--- src/rtl/snoop_pkg.sv ---
`timescale 1ns/1ps
package snoop_pkg;
  typedef enum logic [1:0] {
    SNP_SHRD = 2'b00,
    SNP_EXCL = 2'b01,
    SNP_WBK  = 2'b10,
    SNP_RSVD = 2'b11
  } snp_kind_e;

  typedef enum logic [1:0] {
    LN_INV = 2'b00,
    LN_SHR = 2'b01,
    LN_EXC = 2'b10,
    LN_BAD = 2'b11
  } line_st_e;
endpackage

--- src/rtl/snp_wbq_match.sv ---
`timescale 1ns/1ps
module snp_wbq_match #(
  parameter int AW = 32,
  parameter int NQ = 4
) (
  input  logic [AW-1:0]    addr_i,
  input  logic [NQ-1:0]    qvalid_i,
  input  logic [NQ*AW-1:0] qaddr_i,
  output logic             hit_o
);
  logic [NQ-1:0] slot_hit;

  for (genvar k = 0; k < NQ; k++) begin : g_slot
    assign slot_hit[k] = qvalid_i[k] && (qaddr_i[k*AW +: AW] == addr_i);
  end

  assign hit_o = |slot_hit;
endmodule

--- src/rtl/snp_req_filter.sv ---
`timescale 1ns/1ps
module snp_req_filter
  import snoop_pkg::*;
#(
  parameter int              IDW    = 3,
  parameter logic [IDW-1:0]  OWN_ID = '0
) (
  input  logic           valid_i,
  input  snp_kind_e      kind_i,
  input  logic [IDW-1:0] src_i,
  output logic           act_o,
  output logic           excl_o
);
  logic is_read;
  logic foreign;

  assign is_read = (kind_i == SNP_SHRD) || (kind_i == SNP_EXCL);
  assign foreign = (src_i != OWN_ID);
  assign act_o   = valid_i && is_read && foreign;
  assign excl_o  = (kind_i == SNP_EXCL);
endmodule

--- src/rtl/snp_decide.sv ---
`timescale 1ns/1ps
module snp_decide
  import snoop_pkg::*;
(
  input  logic     act_i,
  input  logic     excl_i,
  input  line_st_e state_i,
  input  logic     hit_i,
  output logic     retry_o,
  output logic     upd_valid_o,
  output line_st_e upd_state_o,
  output logic     enq_o
);
  always_comb begin
    retry_o     = 1'b0;
    upd_valid_o = 1'b0;
    upd_state_o = LN_INV;
    enq_o       = 1'b0;
    if (act_i) begin
      if (hit_i) begin
        // pending writeback wins over any state action
        retry_o = 1'b1;
      end else begin
        case (state_i)
          LN_EXC: begin
            retry_o     = 1'b1;
            upd_valid_o = 1'b1;
            upd_state_o = excl_i ? LN_INV : LN_SHR;
            enq_o       = 1'b1;
          end
          LN_SHR: begin
            if (excl_i) begin
              upd_valid_o = 1'b1;
              upd_state_o = LN_INV;
            end
          end
          default: ;
        endcase
      end
    end
  end
endmodule

--- src/rtl/snoop_responder.sv ---
`timescale 1ns/1ps
module snoop_responder
  import snoop_pkg::*;
#(
  parameter int             AW     = 32,
  parameter int             NQ     = 4,
  parameter int             IDW    = 3,
  parameter logic [IDW-1:0] OWN_ID = 3'd5
) (
  input  logic             clk_i,
  input  logic             rst_ni,
  input  logic             snoop_valid_i,
  input  logic [1:0]       snoop_kind_i,
  input  logic [IDW-1:0]   snoop_src_i,
  input  logic [AW-1:0]    snoop_addr_i,
  input  logic [1:0]       line_state_i,
  input  logic [NQ-1:0]    wbq_valid_i,
  input  logic [NQ*AW-1:0] wbq_addr_i,
  output logic             resp_valid_o,
  output logic             resp_retry_o,
  output logic             upd_valid_o,
  output logic [1:0]       upd_state_o,
  output logic             wb_enq_o,
  output logic [AW-1:0]    wb_addr_o
);
  snp_kind_e kind;
  line_st_e  cur_st;
  line_st_e  nxt_st;
  logic      act;
  logic      excl;
  logic      q_hit;

  assign kind   = snp_kind_e'(snoop_kind_i);
  assign cur_st = line_st_e'(line_state_i);

  snp_req_filter #(.IDW(IDW), .OWN_ID(OWN_ID)) u_filter (
    .valid_i (snoop_valid_i),
    .kind_i  (kind),
    .src_i   (snoop_src_i),
    .act_o   (act),
    .excl_o  (excl)
  );

  snp_wbq_match #(.AW(AW), .NQ(NQ)) u_match (
    .addr_i   (snoop_addr_i),
    .qvalid_i (wbq_valid_i),
    .qaddr_i  (wbq_addr_i),
    .hit_o    (q_hit)
  );

  snp_decide u_decide (
    .act_i       (act),
    .excl_i      (excl),
    .state_i     (cur_st),
    .hit_i       (q_hit),
    .retry_o     (resp_retry_o),
    .upd_valid_o (upd_valid_o),
    .upd_state_o (nxt_st),
    .enq_o       (wb_enq_o)
  );

  assign resp_valid_o = act;
  assign upd_state_o  = nxt_st;
  assign wb_addr_o    = snoop_addr_i;

  AST_WBK_QUIET: assert property (@(posedge clk_i) disable iff (!rst_ni)
    (snoop_valid_i && snoop_kind_i[1]) |-> (!resp_valid_o && !upd_valid_o && !wb_enq_o));
  AST_OWN_QUIET: assert property (@(posedge clk_i) disable iff (!rst_ni)
    (snoop_valid_i && snoop_src_i == OWN_ID) |-> (!resp_valid_o && !upd_valid_o && !wb_enq_o));
  AST_IDLE_QUIET: assert property (@(posedge clk_i) disable iff (!rst_ni)
    !snoop_valid_i |-> (!resp_valid_o && !upd_valid_o && !wb_enq_o));
  AST_HIT_RETRY: assert property (@(posedge clk_i) disable iff (!rst_ni)
    (resp_valid_o && q_hit) |-> (resp_retry_o && !upd_valid_o && !wb_enq_o));
  AST_ENQ_RETRY: assert property (@(posedge clk_i) disable iff (!rst_ni)
    wb_enq_o |-> (resp_valid_o && resp_retry_o && upd_valid_o));
  AST_UPD_NOT_EXC: assert property (@(posedge clk_i) disable iff (!rst_ni)
    upd_valid_o |-> (upd_state_o != 2'b10));
  AST_OK_NO_ENQ: assert property (@(posedge clk_i) disable iff (!rst_ni)
    (resp_valid_o && !resp_retry_o) |-> !wb_enq_o);
  AST_READ_ANSWERED: assert property (@(posedge clk_i) disable iff (!rst_ni)
    (snoop_valid_i && !snoop_kind_i[1] && snoop_src_i != OWN_ID) |-> resp_valid_o);
endmodule

--- config.mk ---
export PLATFORM = sky130hd
export DESIGN_NAME = snoop_responder
export DESIGN_NICKNAME = d
export VERILOG_FILES = /design/src/rtl/snoop_pkg.sv /design/src/rtl/snp_wbq_match.sv /design/src/rtl/snp_req_filter.sv /design/src/rtl/snp_decide.sv /design/src/rtl/snoop_responder.sv
export SDC_FILE = /design/constraint.sdc
export NUM_CORES = 1
export LEC_CHECK = 0
export ABC_AREA = 1
export BUFFER_PORTS_ARGS = -buffer_cell sky130_fd_sc_hd__buf_2
export CORE_ASPECT_RATIO = 1.75
export CORE_MARGIN = 4
export CORE_UTILIZATION = 40
export DETAILED_ROUTE_END_ITERATION = 8
export GPL_TIMING_DRIVEN = 0
export PLACE_DENSITY = 0.95
export SLEW_MARGIN = 10
export SYNTH_ARGS = -nofsm -noshare
export SYNTH_HDL_FRONTEND = slang
export SYNTH_SLANG_ARGS = --single-unit
--- constraint.sdc ---
create_clock -name vclk -period 1.3
set_input_delay 0.065 -clock vclk [all_inputs]
set_output_delay 0.065 -clock vclk [all_outputs]
set_load 0.01 [all_outputs]
* Yosys cells after proc, flatten, opt, wreduce, memory -nomap -nowiden *
Cells that the tools add are included.
Widths: inputs -> output; s select.

operators by class
  eq/ne operators = 8
  multiplexer cells = 13
  reductions and logical operators = 9

operators with widths
  operator            number
  $eq 32x32->1        4
  $mux 1              9
  $logic_and 1x1->1   6
  $mux 2              3
  $eq 2x1->1 const B  2
  $reduce_or 4->1     1
  $ne 3x3->1 const B  1
  $eq 2x2->1 const B  1
  $logic_not 2->1     1
  $pmux 1 s2          1
  $logic_or 1x1->1    1

word-level totals
  register bits = 0
  input port bits = 174

* Logic depth before layout (Yosys ltp) *
Gate-level depths: netlist of the first run.

  depth after elaboration = 5
  depth in mapped cells = 13

* Modules after synthesis *
A second synthesis of the first run with hierarchy kept.

second synthesis, totals
  cell total of the unflattened synthesis = 499
  area, all modules = 2358.5 um^2

by module, submodules not included
  module           instances  cells an instance  area each (um^2)
  snp_wbq_match    1          444                1999.4
  snoop_responder  1          32                 240.2
  snp_decide       1          15                 85.1
  snp_req_filter   1          8                  33.8

* Worst setup path after synthesis of the first run *
No wires, ideal clock.

  kind = input to output
  start point = input snoop_addr_i[14]
  end point = output resp_retry_o
  arrival time = 1003 ps
  required time = 1235 ps
  setup slack = 232 ps
  cell stages on the path = 10
  buffers on the path = 1
  cell sequence = clkbuf_2 > xnor2_1 > nand2_1 > nor2_1 > nand2_1 > nor2_1 > nand3_2 > nand2_2 > nor2_4 > a21oi_2

between the ends
  word-level cells in the longest chain between the ends = 5
  elaborated cells between the ends (all ways) = 11
  those cells by class = eq/ne (4); mux (2); reduce/logical (5)

ends and longest elaborated chain
  item                 RTL line               source
  from (decl)          snoop_responder.sv:15  input logic [AW-1:0] snoop_addr_i,
  $eq 32x32->1         snp_wbq_match.sv:14    assign slot_hit[k] = qvalid_i[k] && (qaddr_i[k*AW +: AW] == addr_i);
  $logic_and 1x1->1    snp_wbq_match.sv:14
  $reduce_or 4->1 (*)  snp_wbq_match.sv:17    assign hit_o = |slot_hit;
  $mux 1 (*)           snp_decide.sv:20       if (hit_i) begin
  $mux 1 (*)           snp_decide.sv:19       if (act_i) begin
  to (decl)            snoop_responder.sv:20  output logic resp_retry_o,

Every way passes the cells marked *; elsewhere a longest branch is shown, timed or not.

* Worst setup path in the final report of the first run *
  start point = input snoop_addr_i[12]
  end point = output wb_enq_o

between the ends
  word-level cells in the longest chain between the ends = 5
  elaborated cells between the ends (all ways) = 11
  those cells by class = eq/ne (4); mux (2); reduce/logical (5)

ends and longest elaborated chain
  item                 RTL line               source
  $eq 32x32->1         snp_wbq_match.sv:14
  $logic_and 1x1->1    snp_wbq_match.sv:14
  $reduce_or 4->1 (*)  snp_wbq_match.sv:17
  $mux 1 (*)           snp_decide.sv:20
  $mux 1 (*)           snp_decide.sv:19
  to (decl)            snoop_responder.sv:23  output logic wb_enq_o,

Marked as above.

==> flow_metrics.env, run 1 <==
export IMPL_endpoint="wb_enq_o"
export IMPL_required_ns=1.24
export IMPL_coreArea_um2=5880
export IMPL_wl_per_cell_um=13.2
export IMPL_postSynthCellCount=512
export IMPL_grt_pass1_vias=3793
export IMPL_crit_fanout=5
export IMPL_syn_area_per_cell_um2=4.74
export IMPL_wl_um=10400
export IMPL_p_leak_nw=2.45
export IMPL_report_final_slew_viol_count=0
export IMPL_arrival_ns=1.29
export IMPL_gr_usage_met2_pct=52.3
export IMPL_drive_above_1_share_pct=44.0
export IMPL_nClkBuffers=0
export IMPL_critPathLaunchType="primary input"
export IMPL_grt_max_degree=9
export IMPL_firstDrtPassIters=4
export IMPL_area_growth_pct=62.2
export IMPL_power_density_nw_per_um2=314
export IMPL_max_freq_mhz=739
export IMPL_post_cts_buffers=0
export IMPL_seq_power_share_pct=0
export IMPL_critical_path_class="in2out"
export IMPL_fillCellCount=520
export IMPL_die_area_um2=7420
export IMPL_n_antenna_cell=0
export IMPL_ir_drop_mv=0.203
export IMPL_p_int_w=0.000609
export IMPL_fin_ws_ns=-0.0527
export IMPL_fin_total_pwr_w=0.00123
export IMPL_grt_setup_unrepaired="yes"
export IMPL_final_common_cell="buf_2"
export IMPL_period_share_pct=104
export IMPL_finalCriticalPeriod_ns=1.35
export IMPL_p_sw_w=0.000626
export IMPL_crit_start="snoop_addr_i[12]"
export IMPL_place_area_um2=3530
export IMPL_rows=37
export IMPL_seq_area_frac_synth_pct=0
export IMPL_synth_top_area_cell="nand2_1"
export IMPL_hold_class="in2out"
export IMPL_regArea_um2=0
export IMPL_violations="setup timing"
export IMPL_gp_congestion=0.854
export IMPL_clock_power_share_pct=0
export IMPL_busiest_layer="met2"
export IMPL_met3_usage_pct=4.26
export IMPL_maxCapViolCount=0
export IMPL_hold_buffers=0
export IMPL_ios=212
export IMPL_hold_worst_slack_ns=0.316
export IMPL_endpoint_kind="output port"
export IMPL_switching_share_pct=50.7
export IMPL_die_height_um=111
export IMPL_viasPerCell=4.81
export IMPL_drtIter0Drc=136
export IMPL_combPwrFrac_pct=100.0
export IMPL_syn_cell_area_um2=2420
export IMPL_io_buffers=201
export IMPL_syn_num_nets=688
export IMPL_fin_area_um2=3930
export IMPL_num_vias=3806
export IMPL_final_hold_viol_count=0
export IMPL_setup_tns_ns=-0.122
export IMPL_synth_warnings=0
export IMPL_die_x_um=66.9
export IMPL_met1_usage_pct=21.3
export IMPL_setup_viol=3
export IMPL_grt_overflow_total=0
export IMPL_grt_use_total_pct=25.4
export IMPL_fin_nets=891
export IMPL_synth_top_area_share_pct=29.4
export IMPL_grt_pass1_wl_um=15300
export IMPL_yosys_top_cells_area="nand2_1 (29%), inv_1 (15%), buf_4 (10%)"
export IMPL_drcViolationCount=0
export IMPL_dpl_hpwl_um=8760
export IMPL_status="complete, but fails checks"
export IMPL_ys_types=27
export IMPL_initial_core_util_pct=41.2
export IMPL_nFlopsAndLatches=0
export IMPL_antenna_found_initial=0
export IMPL_ant_nets=0
export IMPL_final_cell_mix="buf_2 (184), nand2_1 (182), inv_1 (82)"
[how the worst min path moves through the flow]
| stage | start | end | depth (start not counted) |
|---|---|---|---|
| after floorplan | snoop_addr_i[0] | wb_addr_o[0] | 1 |
| after global placement | snoop_addr_i[14] | wb_addr_o[14] | 2 |
| after detailed placement | snoop_addr_i[28] | wb_addr_o[28] | 2 |
| after CTS | snoop_addr_i[28] | wb_addr_o[28] | 2 |
| after global routing | snoop_addr_i[28] | wb_addr_o[28] | 2 |
| final | snoop_addr_i[28] | wb_addr_o[28] | 2 |
[what timing repair did]
item | 4_1_cts | 5_1_grt
gates resized for setup | 55 | 78
hold endpoints to repair | 0 | 0
pin swaps | 25 | 46
endpoints found under the setup margin | 4 | 4
[metrics by stage]
stage	setup slack (ns)	instances	utilization, %
detailed placement	-0.175	791	60.0
global placement	-0.157	791	60.0
finish	-0.0527	791	66.9
floorplan	0.232	512	-
global route	-0.142	791	66.9
CTS	-0.0334	791	62.5
[metal layers]
layer / part of all wire, % / vias to the layer above
li1: - / 1890
met1: 30 / 1636
met2: 55 / 225
met3: 9.0 / 55
met4: 6.0 / 0
met5: 0 / -
[synthesized netlist by cell type]
| cell | n |
|---|---|
| nand2_1 | 190 |
| inv_1 | 99 |
| nor2_1 | 64 |
| buf_4 | 33 |
| xnor2_1 | 24 |
| o21ai_0 | 22 |
| xor2_1 | 17 |
| o22ai_1 | 12 |
| nand3_1 | 11 |
| clkbuf_2 | 8 |
| a21oi_1 | 5 |
| nand4_1 | 4 |
| o21ai_1 | 4 |
| nand2_2 | 3 |
| ha_1 | 2 |
| inv_2 | 2 |
| nand3_2 | 2 |
| a21boi_0 | 1 |
| a21boi_1 | 1 |
| a21oi_2 | 1 |
| a22oi_1 | 1 |
| conb_1 | 1 |
| nand3b_1 | 1 |
| nor2_4 | 1 |
| nor3_1 | 1 |
| or2_0 | 1 |
| or2_2 | 1 |
[power groups by stage]
stage	Sequential [W]	Combinational, W	Clock, W
finish	0	0.00123	0
global route	0	0.00136	0
detailed placement	0	0.00106	0
CTS	0	0.00112	0
global placement	0	0.00102	0
floorplan	0	0.000575	0
[logic make-up (layout without fill, tap and decap cells)]
family | Yosys count | count (layout) | share of synthesized area [%]
simple gates | 279 | 279 | 45.7
xor+xnor | 41 | 41 | 14.8
fa+ha+maj | 2 | 2 | 1.03
other cells | 1 | 1 | 0.155
compound gates | 47 | 47 | 10.8
buf+inv | 142 | 343 | 27.5
[worst max-delay path, stage by stage]
cell and delay, ns:
clkbuf_4 0.20, xor2_4 0.19, nor2_2 0.05, nand2_1 0.09, nor2_2 0.06, nand3_1 0.09
nand2_2 0.08, nor2_4 0.13, nand2_2 0.08, nor2_2 0.12, buf_2 0.14
[final cells by class]
class                           instances  area (um^2)  share of cell area [%]
Inverter                              101          414                    10.5
Buffer                                 41          332                    8.43
Multi-Input combinational cell        370         1990                    50.6
Tap cell                               78         97.6                    2.48
Timing Repair Buffer                  201         1100                    27.9
(Power assumes the default switching activity.)
==> inputs of run 2 (changes only) <==
- CORE_UTILIZATION: 40 -> 43
- clock period: 1.3 -> 1.73 ns (I/O delays scaled with it)
==> flow_metrics.env, run 2 (synthesis results as in run 1) <==
export IMPL_endpoint_kind="output port"
export IMPL_regArea_um2=0
export IMPL_hold_start="snoop_addr_i[26]"
export IMPL_maxCapViolCount=0
export IMPL_setup_tns_ns=0
export IMPL_critical_path_class="in2out"
export IMPL_grt_pass1_wl_um=14100
export IMPL_cp_buffers_inverters=4
export IMPL_fin_cells=787
export IMPL_p_leak_nw=2.33
export IMPL_antenna_found_initial=0
export IMPL_crit_start="snoop_addr_i[25]"
export IMPL_arrival_ns=1.40
export IMPL_cts_resized=0
export IMPL_critPathMaxStageDelay_ns=0.16
export IMPL_rows=35
export IMPL_initial_core_util_pct=45.0
export IMPL_fin_total_pwr_w=0.000790
export IMPL_max_freq_mhz=671
export IMPL_grt_overflow_total=0
export IMPL_hold_buffers=0
export IMPL_ant_nets=0
export IMPL_crit_top_cell="nand2_1"
export IMPL_fin_nets=891
export IMPL_drtIter0Drc=137
export IMPL_final_common_cell="buf_2"
export IMPL_hold_class="in2out"
export IMPL_worstPathCellList="buf_2 -> inv_1 -> nand2_1 -> nand2_1 -> inv_1 -> nand2_1 -> nor2_1 -> nand2_1 -> nor2_1 -> nand3_2 -> nand2_2 -> nor2_4 -> a21oi_2 -> buf_2"
export IMPL_firstDrtPassIters=5
export IMPL_coreArea_um2=5390
export IMPL_power_density_nw_per_um2=224
export IMPL_gp_congestion=0.911
export IMPL_final_hold_viol_count=0
export IMPL_die_x_um=64.8
export IMPL_dpl_hpwl_um=8390
export IMPL_multi_input_area_um2=1760
export IMPL_nClkBuffers=0
export IMPL_nFlopsAndLatches=0
export IMPL_critPathLaunchType="primary input"
export IMPL_grt_use_total_pct=24.5
export IMPL_cp_top_family="simple AND/OR/NAND/NOR gates"
export IMPL_ir_drop_mv=0.136
export IMPL_grt_pass1_vias=3508
export IMPL_viasPerCell=4.54
export IMPL_setup_viol=0
export IMPL_n_antenna_cell=0
export IMPL_grt_max_degree=9
export IMPL_wl_per_cell_um=11.7
export IMPL_final_cell_mix="buf_2 (201), nand2_1 (190), inv_1 (99)"
export IMPL_die_area_um2=6950
export IMPL_crit_path_top_delay_cell="nor2_1"
export IMPL_drcViolationCount=0
export IMPL_grt_setup_unrepaired="no"
export IMPL_ios=212
export IMPL_post_cts_buffers=0
export IMPL_required_ns=1.64
export IMPL_status="finished, final reports clean"
export IMPL_hold_worst_slack_ns=0.358
export IMPL_finalCriticalPeriod_ns=1.49
export IMPL_die_height_um=107
export IMPL_place_inst=787
export IMPL_num_vias=3570
export IMPL_io_buffers=201
export IMPL_worst_path_stages=14
export IMPL_area_growth_pct=45.3
export IMPL_wl_um=9200
export IMPL_fillCellCount=515
export IMPL_period_share_pct=86.2
export IMPL_report_final_slew_viol_count=0
export IMPL_crit_fanout=6
export IMPL_drive_above_1_share_pct=35.3
export IMPL_holdPathStages=2
-- run 2: final timing paths --
kind / endpoint / slack [ns]
max: resp_retry_o / 0.24
min: wb_addr_o[26] / 0.36
-- run 2: cell type report --
cell class / count / area share (%)
repair buffers: 201 / 28.6
well taps: 74 / 2.63
plain buffers: 41 / 8.17
inverters: 101 / 10.8
multi-input cells: 370 / 49.9
-- run 2: per-stage QoR --
stage | util, % | setup WS [ns] | area [um^2]
finish | 65.4 | 0.239 | 3520
global route | 65.4 | 0.102 | 3520
CTS | 65.4 | 0.225 | 3520
detailed placement | 65.4 | 0.239 | 3520
global placement | 65.4 | 0.264 | 3520
floorplan | - | 0.619 | 2420
-- run 2: routing by layer --
metal	vias up	GRT usage (%)	part of all wire [%]
met2	176	51.5	55
met5	-	0	0
li1	1884	-	-
met4	0	9.08	3.8
met3	30	2.30	7.5
met1	1480	22.9	34
-- run 2: power by group --
part	switching [W]	internal, W
clock	0	0
sequential	0	0
combinational	0.000406	0.000385
